==> config.mk <==
export PLATFORM = sky130hd
export DESIGN_NAME = audio_frame_clkgen
export DESIGN_NICKNAME = d
export VERILOG_FILES = /design/src/rtl/afc_pkg.sv /design/src/rtl/afc_ctrl_regs.sv /design/src/rtl/afc_bitclk_gen.sv /design/src/rtl/afc_frame_gen.sv /design/src/rtl/audio_frame_clkgen.sv
export SDC_FILE = /design/constraint.sdc
export NUM_CORES = 1
export LEC_CHECK = 0
export ABC_AREA = 1
export CAP_MARGIN = 20
export CORE_MARGIN = 2
export CORE_UTILIZATION = 38
export DETAILED_ROUTE_END_ITERATION = 16
export PLACE_DENSITY = 0.8
export SLEW_MARGIN = 20
export SYNTH_ARGS = -nofsm -noshare
export SYNTH_HDL_FRONTEND = slang
export SYNTH_SLANG_ARGS = --single-unit
==> constraint.sdc <==
create_clock -name mclk -period 1.85 [get_ports mclk]
set_input_delay 0.4625 -clock mclk [delete_from_list [all_inputs] [get_ports mclk]]
set_output_delay 0.4625 -clock mclk [all_outputs]
set_load 0.05 [all_outputs]
==> src/rtl/afc_pkg.sv <==
package afc_pkg;
  localparam int REG_W    = 32;
  localparam int BIT_EN   = 31;
  localparam int BIT_OVR  = 29;
  localparam int BIT_POL  = 19;
  localparam int BIT_LR0  = 17;
  localparam int BIT_SDIV = 16;
  localparam logic [REG_W-1:0] WMASK =
      (32'd1 << BIT_EN) | (32'd1 << BIT_OVR) | (32'd1 << BIT_POL) |
      (32'd3 << BIT_LR0) | (32'd1 << BIT_SDIV);

  typedef enum logic [1:0] {
    LR_X32  = 2'b00,
    LR_X64  = 2'b01,
    LR_X128 = 2'b10,
    LR_BAD  = 2'b11
  } lr_sel_e;

  typedef struct packed {
    logic    sdiv4;
    lr_sel_e lrsel;
    logic    pol;
  } afc_cfg_t;
endpackage

==> src/rtl/afc_ctrl_regs.sv <==
module afc_ctrl_regs
  import afc_pkg::*;
(
  input  logic             clk,
  input  logic             rst_n,
  input  logic             wr,
  input  logic [REG_W-1:0] wdata,
  input  logic             port_sdiv4,
  input  logic [1:0]       port_lrsel,
  output logic [REG_W-1:0] rdata,
  output logic             en,
  output afc_cfg_t         cfg
);
  logic [REG_W-1:0] word_q;
  logic             ovr;

  always_ff @(posedge clk or negedge rst_n) begin
    if (!rst_n)  word_q <= '0;
    else if (wr) word_q <= wdata & WMASK;
  end

  always_comb begin
    ovr       = word_q[BIT_OVR];
    rdata     = word_q;
    en        = word_q[BIT_EN];
    cfg.sdiv4 = ovr ? word_q[BIT_SDIV] : port_sdiv4;
    cfg.lrsel = lr_sel_e'(ovr ? word_q[BIT_LR0 +: 2] : port_lrsel);
    cfg.pol   = word_q[BIT_POL];
  end

  assert_rdback_mask_R2: assert property (@(posedge clk) disable iff (!rst_n)
    wr |=> rdata == ($past(wdata) & WMASK));
endmodule

==> src/rtl/afc_bitclk_gen.sv <==
module afc_bitclk_gen #(
  parameter int FAST_HALF = 1,
  parameter int SLOW_HALF = 2
) (
  input  logic clk,
  input  logic rst_n,
  input  logic run,
  input  logic slow,
  input  logic stop,
  output logic sclk,
  output logic tick
);
  localparam int PC_W = $clog2(SLOW_HALF + 1);

  logic [PC_W-1:0] pc, lim;

  always_comb begin
    lim  = slow ? PC_W'(SLOW_HALF - 1) : PC_W'(FAST_HALF - 1);
    tick = run && (pc == lim);
  end

  always_ff @(posedge clk or negedge rst_n) begin
    if (!rst_n) begin
      pc   <= '0;
      sclk <= 1'b0;
    end else if (!run) begin
      pc   <= '0;
      sclk <= 1'b0;
    end else if (tick) begin
      pc   <= '0;
      sclk <= stop ? 1'b0 : ~sclk;
    end else begin
      pc   <= pc + 1'b1;
    end
  end

  assert_hold_level_R3: assert property (@(posedge clk) disable iff (!rst_n)
    run && !tick |=> $stable(sclk));
endmodule

==> src/rtl/afc_frame_gen.sv <==
module afc_frame_gen
  import afc_pkg::*;
#(
  parameter int BASE_HALF = 16
) (
  input  logic    clk,
  input  logic    rst_n,
  input  logic    run,
  input  logic    step,
  input  logic    stop,
  input  lr_sel_e lrsel,
  output logic    lrclk,
  output logic    frame_end
);
  localparam int BC_W = $clog2(BASE_HALF * 4);

  logic [BC_W-1:0] bc, lim;
  logic            bad, wrap;

  always_comb begin
    case (lrsel)
      LR_X64:  lim = BC_W'(2 * BASE_HALF - 1);
      LR_X128: lim = BC_W'(4 * BASE_HALF - 1);
      default: lim = BC_W'(BASE_HALF - 1);
    endcase
    bad       = (lrsel == LR_BAD);
    wrap      = step && (bc == lim);
    frame_end = wrap && (lrclk || bad);
  end

  always_ff @(posedge clk or negedge rst_n) begin
    if (!rst_n) begin
      bc    <= '0;
      lrclk <= 1'b0;
    end else if (!run || stop) begin
      bc    <= '0;
      lrclk <= 1'b0;
    end else if (step) begin
      if (wrap) begin
        bc    <= '0;
        lrclk <= bad ? 1'b0 : ~lrclk;
      end else begin
        bc <= bc + 1'b1;
      end
    end
  end

  assert_bad_code_silent_R5: assert property (@(posedge clk) disable iff (!rst_n)
    (lrsel == LR_BAD) |-> !lrclk);
endmodule

==> src/rtl/audio_frame_clkgen.sv <==
module audio_frame_clkgen
  import afc_pkg::*;
#(
  parameter int FAST_HALF = 1,
  parameter int SLOW_HALF = 2,
  parameter int BASE_HALF = 16
) (
  input  logic             mclk,
  input  logic             rst_n,
  input  logic             cfg_wr,
  input  logic [REG_W-1:0] cfg_wdata,
  output logic [REG_W-1:0] cfg_rdata,
  input  logic             port_sdiv4,
  input  logic [1:0]       port_lrsel,
  output logic             sclk,
  output logic             lrclk
);
  afc_cfg_t cfg_sel, cfg_act;
  logic     en, run_q, tick, stop, step, frame_end;

  afc_ctrl_regs u_regs (
    .clk        (mclk),
    .rst_n      (rst_n),
    .wr         (cfg_wr),
    .wdata      (cfg_wdata),
    .port_sdiv4 (port_sdiv4),
    .port_lrsel (port_lrsel),
    .rdata      (cfg_rdata),
    .en         (en),
    .cfg        (cfg_sel)
  );

  always_comb begin
    stop = run_q && tick && !en;
    step = tick && !stop && (cfg_act.pol ? sclk : !sclk);
  end

  always_ff @(posedge mclk or negedge rst_n) begin
    if (!rst_n) begin
      run_q   <= 1'b0;
      cfg_act <= '0;
    end else begin
      if (!run_q)    run_q <= en;
      else if (stop) run_q <= 1'b0;
      if (!run_q || frame_end) cfg_act <= cfg_sel;
    end
  end

  afc_bitclk_gen #(.FAST_HALF(FAST_HALF), .SLOW_HALF(SLOW_HALF)) u_bit (
    .clk   (mclk),
    .rst_n (rst_n),
    .run   (run_q),
    .slow  (cfg_act.sdiv4),
    .stop  (stop),
    .sclk  (sclk),
    .tick  (tick)
  );

  afc_frame_gen #(.BASE_HALF(BASE_HALF)) u_frame (
    .clk       (mclk),
    .rst_n     (rst_n),
    .run       (run_q),
    .step      (step),
    .stop      (stop),
    .lrsel     (cfg_act.lrsel),
    .lrclk     (lrclk),
    .frame_end (frame_end)
  );

  assert_idle_low_R6: assert property (@(posedge mclk) disable iff (!rst_n)
    !run_q |-> (!sclk && !lrclk));
  assert_start_phase_R9: assert property (@(posedge mclk) disable iff (!rst_n)
    $rose(run_q) |-> (!sclk && !lrclk));
  assert_rise_edge_R7: assert property (@(posedge mclk) disable iff (!rst_n)
    ($rose(lrclk) && !cfg_act.pol) |-> $rose(sclk));
  assert_fall_edge_R7: assert property (@(posedge mclk) disable iff (!rst_n)
    ($rose(lrclk) && cfg_act.pol) |-> $fell(sclk));
  assert_frame_only_R10: assert property (@(posedge mclk) disable iff (!rst_n)
    (run_q && !frame_end) |=> $stable(cfg_act));
endmodule

# == Word level (Yosys, flattened, before mapping) ==
# Index checks and enable logic that the tools add are counted.
# totals
out_inout_bits,34
in_bits,38
register_bits,21
elab_cells,55
# op_classes
n_bitwise,2
n_eq_ne,6
addsub,2
muxes,19
n_reduce_logical,17
# ops
operator,n
6-bit 2-to-1 mux,3
1-bit 2-to-1 mux,12
6-bit one-hot mux with 2 select lines,1
1-bit logical AND,7
"6-bit by 1-bit adder with 6-bit output, second input constant",1
6-bit equality test,1
2-bit 2-to-1 mux,3
"2-bit equality test, second input constant",2
1-bit zero test,4
2-bit nonzero test,2
1-bit logical OR,3
"2-bit by 1-bit adder with 2-bit output, second input constant",1
"2-bit by 1-bit equality test with 1-bit output, second input constant",1
2-bit equality test,1
"2-bit by 1-bit != test with 1-bit output, second input constant",1
1-bit inverter,2
2-bit AND reduction,1

# == Depth between registers and ports, before layout ==
# depth
depth_word,12
ltp_mapped,9
ltp_nobuf,9

# == By module ==
# Synthesis repeated with hierarchy kept, for this count alone.
# hier_totals
hier_cells,186
area_unflattened_um2,1363.8
# modules_own_cells
mod,cells_per_inst,seq_area_each_um2,instances,area_per_inst_um2
afc_frame_gen,69,175.2,1,496.7
afc_ctrl_regs,64,150.1,1,473.0
audio_frame_clkgen,33,125.1,1,239.0
afc_bitclk_gen,20,75.1,1,155.1

# == Least setup slack after synthesis ==
# No wires, ideal clock.
# synth_path
kind,register to register
startpoint,reg u_bit.sclk
endpoint,reg u_frame.bc[5]
path_stages_with_launch,8
t_required_ns,1.733
path_buffers,0
setup_slack_ns,0.222
setup_time_ns,0.117
arrival_time_ns,1.511
period_less_slack_ns,1.628
path_cell_list,dfrtp_1 -> inv_1 -> nand2_1 -> nand2_1 -> nor3_4 -> nor3_1 -> nand2_1 -> nand2_1
# synth_between
elab_chain_len,7
elab_cells_between_ends,8
cone_classes,4 x mux; 4 x reduce/logical
# synth_lines
element,line_no,text
"start, declared",afc_bitclk_gen.sv:10,"output logic sclk,"
"start signal, assigned",afc_bitclk_gen.sv:31,sclk <= stop ? 1'b0 : ~sclk;
1-bit zero test,audio_frame_clkgen.sv:35,step = tick && !stop && (cfg_act.pol ? sclk : !sclk);
1-bit 2-to-1 mux (*),audio_frame_clkgen.sv:35,
1-bit logical AND (*),audio_frame_clkgen.sv:35,
1-bit logical AND,afc_frame_gen.sv:27,wrap = step && (bc == lim);
6-bit 2-to-1 mux,afc_frame_gen.sv:39,if (wrap) begin
6-bit 2-to-1 mux,afc_frame_gen.sv:38,end else if (step) begin
6-bit 2-to-1 mux,afc_frame_gen.sv:35,end else if (!run || stop) begin
"end signal, assigned",afc_frame_gen.sv:43,bc <= bc + 1'b1;
"end, declared",afc_frame_gen.sv:17,"logic [BC_W-1:0] bc, lim;"
# Mark *: on every way between the ends. The rest lies on a longest branch, timed or not. The select of a mux whose other input is x is not followed.
# A chain may end at the register's enable or synchronous reset.

# == Final worst setup path ==
# layout_path
startpoint,reg cfg_act[1] in the netlist's numbering
endpoint,reg cfg_act[2] in the netlist's numbering
# layout_between
elab_chain_len,6
elab_cells_between_ends,9
cone_classes,4 x eq/ne; 1 x mux; 4 x reduce/logical
# layout_lines
element,line_no,text
"start, declared",audio_frame_clkgen.sv:18,"afc_cfg_t cfg_sel, cfg_act;"
"start signal, assigned",audio_frame_clkgen.sv:45,if (!run_q || frame_end) cfg_act <= cfg_sel;
2-bit equality test or 2-bit by 1-bit equality test with 1-bit output (tied branches),afc_frame_gen.sv:21,case (lrsel)
6-bit one-hot mux with 2 select lines,afc_frame_gen.sv:21,
6-bit equality test,afc_frame_gen.sv:27,
1-bit logical AND,afc_frame_gen.sv:27,
1-bit logical AND (*),afc_frame_gen.sv:28,frame_end = wrap && (lrclk || bad);
1-bit logical OR (*),audio_frame_clkgen.sv:45,
# Mark *: on every way between the ends. The rest lies on a longest branch, timed or not.

==> run metrics <==
outcome completed; most common cell after layout, fill and taps aside nand2_1; nature of the critical path endpoint flip-flop; crit path max fanout 5; Post-Synthesis Cells 163; CP Cell Sequence inv_1, ha_1, xor2_1, nand2_1, nor2_2, nand3_4, nand2_2, nand2_1, nand2_1; Slew headroom 59.8%; Hold Vio Cnt, Final 0; Setup CP Type flip-flop to flip-flop; number of max-cap violations 0; leakage power 0.803 nW; setup TNS 0 ns; worst slew pin tran 0.598 ns; IO Port Bufs 19; post-route ant nets 0; sequential cell area fraction in the yosys report 40.3%; Avg WL per Cell 9.01 um; worst skew pair latency 0.31 ns; min cycle time layout 1.60 ns; CTS Buffer Depth 2; CP max-delay cell dfrtp_1; clk root buf clkbuf_4; total congestion overflow 0; vias in the first global route 857; Initial Util 39.4%; vias 973; fin crit share 86.4%; # clock sinks 21; most frequent cells in the layout nand2_1, conb_1, dfrtp_1, inv_1; WP data required 2.09 ns; Mapped Area 1310 um^2; setup bufs post-CTS 0; core box area 3310 um^2; Peak Freq 625 MHz; first-pass iteration count of the detailed router 4; Cell Rows 21; Pwr Density 1110 nW/um^2; largest stage delay on the critical path 0.39 ns; H-tree depth 1; synth-to-layout area growth 11.4%; Post-CTS Hold Buffers 0; overall routing resource usage 11.0%; YS warnings 0; largest net degree at the start of global routing 22; io pins 72; Seq cells post-synth 21; Vias per Instance 4.23; worst vdd ir 0.472 mV; Detailed Route WL 2.07 mm; Clock transition at path regs 0.13 ns; Avg Synthesized Cell Area 8.01 um^2; proportion of layout cells with a drive suffix above 1 12.5%; unrepaired setup endpoints after global routing no; crit path DAT 1.84 ns; Yosys cell types 21; Die Wd 62.6 um; most used cell, CP nand2_1; Detail Placement HPWL 1.65 mm; Antenna Diode Count 0; CTS tree done; Residual DRC 0; total power 0.00161 W; max-slew violation count 0; Worst path depth 9; cell family with most CP delay simple AND/OR/NAND/NOR gates; crit path buf inv count 1; endpoints failing setup 0; CP Launch Type flip-flop; CTS resizes 0; worst hold path class primary input to asynchronous set/reset pin; Die Y 62.6 um; routability congestion estimate 0.805; FF-to-FF path depth 9; global-route wire length before repair 3.51 mm; 1st-iter DRT viols 16; clk_skew 0.0157 ns; initial antenna violation count 0; CTS Buf Count 3; Nets 226; area of the die 3920 um^2
-- metrics by stage --
step / setup WS (ns) / area, um^2 / std cells / hold slack, ns / utilization (%)
after floorplan: 0.222 / 1400 / 188 / 0.167 / -
after global placement: 0.239 / 1420 / 226 / 0.489 / 43.0
after detailed placement: 0.190 / 1420 / 226 / 0.500 / 43.0
after CTS: 0.159 / 1450 / 230 / 0.485 / 43.8
after global routing: 0.105 / 1450 / 230 / 0.507 / 43.9
final: 0.251 / 1450 / 230 / 0.471 / 43.9
-- layout make-up --
type	count	area, um^2
Clock buffer	3	22.5
Clock inverter	1	5.00
Fill cell	353	1860
Inverter	20	75.1
Multi-Input combinational cell	117	576
Sequential cell	21	526
Tap cell	46	57.6
Timing Repair Buffer	22	193
-- routing by layer --
metal  routed length [um]  vias up  track usage (%)
li1                     -      495                -
met3                  102        4             1.98
met1                  913      444             13.3
met2                 1030       30             19.1
met5                    0        -                0
met4                   28        0             5.00
-- worst reg2reg max path, stage by stage, from the launching register on --
cell,delay (ns)
dfrtp_1,0.39
inv_1,0.05
ha_1,0.30
xor2_1,0.15
nand2_1,0.07
nor2_2,0.20
nand3_4,0.13
nand2_2,0.12
nand2_1,0.06
nand2_1,0.06
-- power by group --
part           switching [W]  internal (W)  total (W)
logic               0.000524      0.000213   0.000737
clock network       0.000141     0.0000807   0.000222
registers          0.0000966      0.000560   0.000657
-- kinds of logic (layout without fill, tap and decap cells) --
logic type,count (synthesis),after routing,synth area share [%]
buf+inv,50,46,23.0
other cells,1,26,0.287
flops,21,21,40.3
mux,1,1,0.863
compound gates,11,11,4.22
fa+ha+maj,3,3,2.88
simple gates,72,72,25.8
xor+xnor,4,4,2.68
-- synth_stat cells, drive strengths merged --
master   n  share of area, %
nor2     7               2.0
nand4    6               2.9
or2      1              0.48
nand2   46                14
dfrtp   21                40
o21ai   10               3.8
xor2     4               2.7
clkbuf   1              0.29
buf     29                17
ha       3               2.9
nor3     2               1.6
a21oi    1              0.38
mux2     1              0.86
nand3   10               5.2
conb     1              0.29
inv     20               5.8
-- registers in the layout, summed over array words and instances, names as in the netlist --
| name | count |
|---|---|
| u_regs.rdata | 6 |
| cfg_act | 4 |
| run_q | 1 |
| u_bit.sclk | 1 |
| u_frame.lrclk | 1 |
| u_bit.pc | 2 |
| u_frame.bc | 6 |
-- final timing paths --
kind                                           start                         to  slack (ns)
setup / recovery              cfg_act[1]$_DFFE_PN0P_     cfg_act[2]$_DFFE_PN0P_        0.25
hold reg to reg            u_frame.bc[1]$_DFFE_PN0P_  u_frame.bc[1]$_DFFE_PN0P_        0.52
setup reg to reg              cfg_act[1]$_DFFE_PN0P_     cfg_act[2]$_DFFE_PN0P_        0.25
min in group mclk          u_frame.bc[1]$_DFFE_PN0P_  u_frame.bc[1]$_DFFE_PN0P_        0.52
hold / removal                                 rst_n      u_bit.pc[1]$_DFF_PN0_        0.47
max in group asynchronous                      rst_n     cfg_act[2]$_DFFE_PN0P_        1.15
No activity file was read; power rests on OpenSTA's default activity.
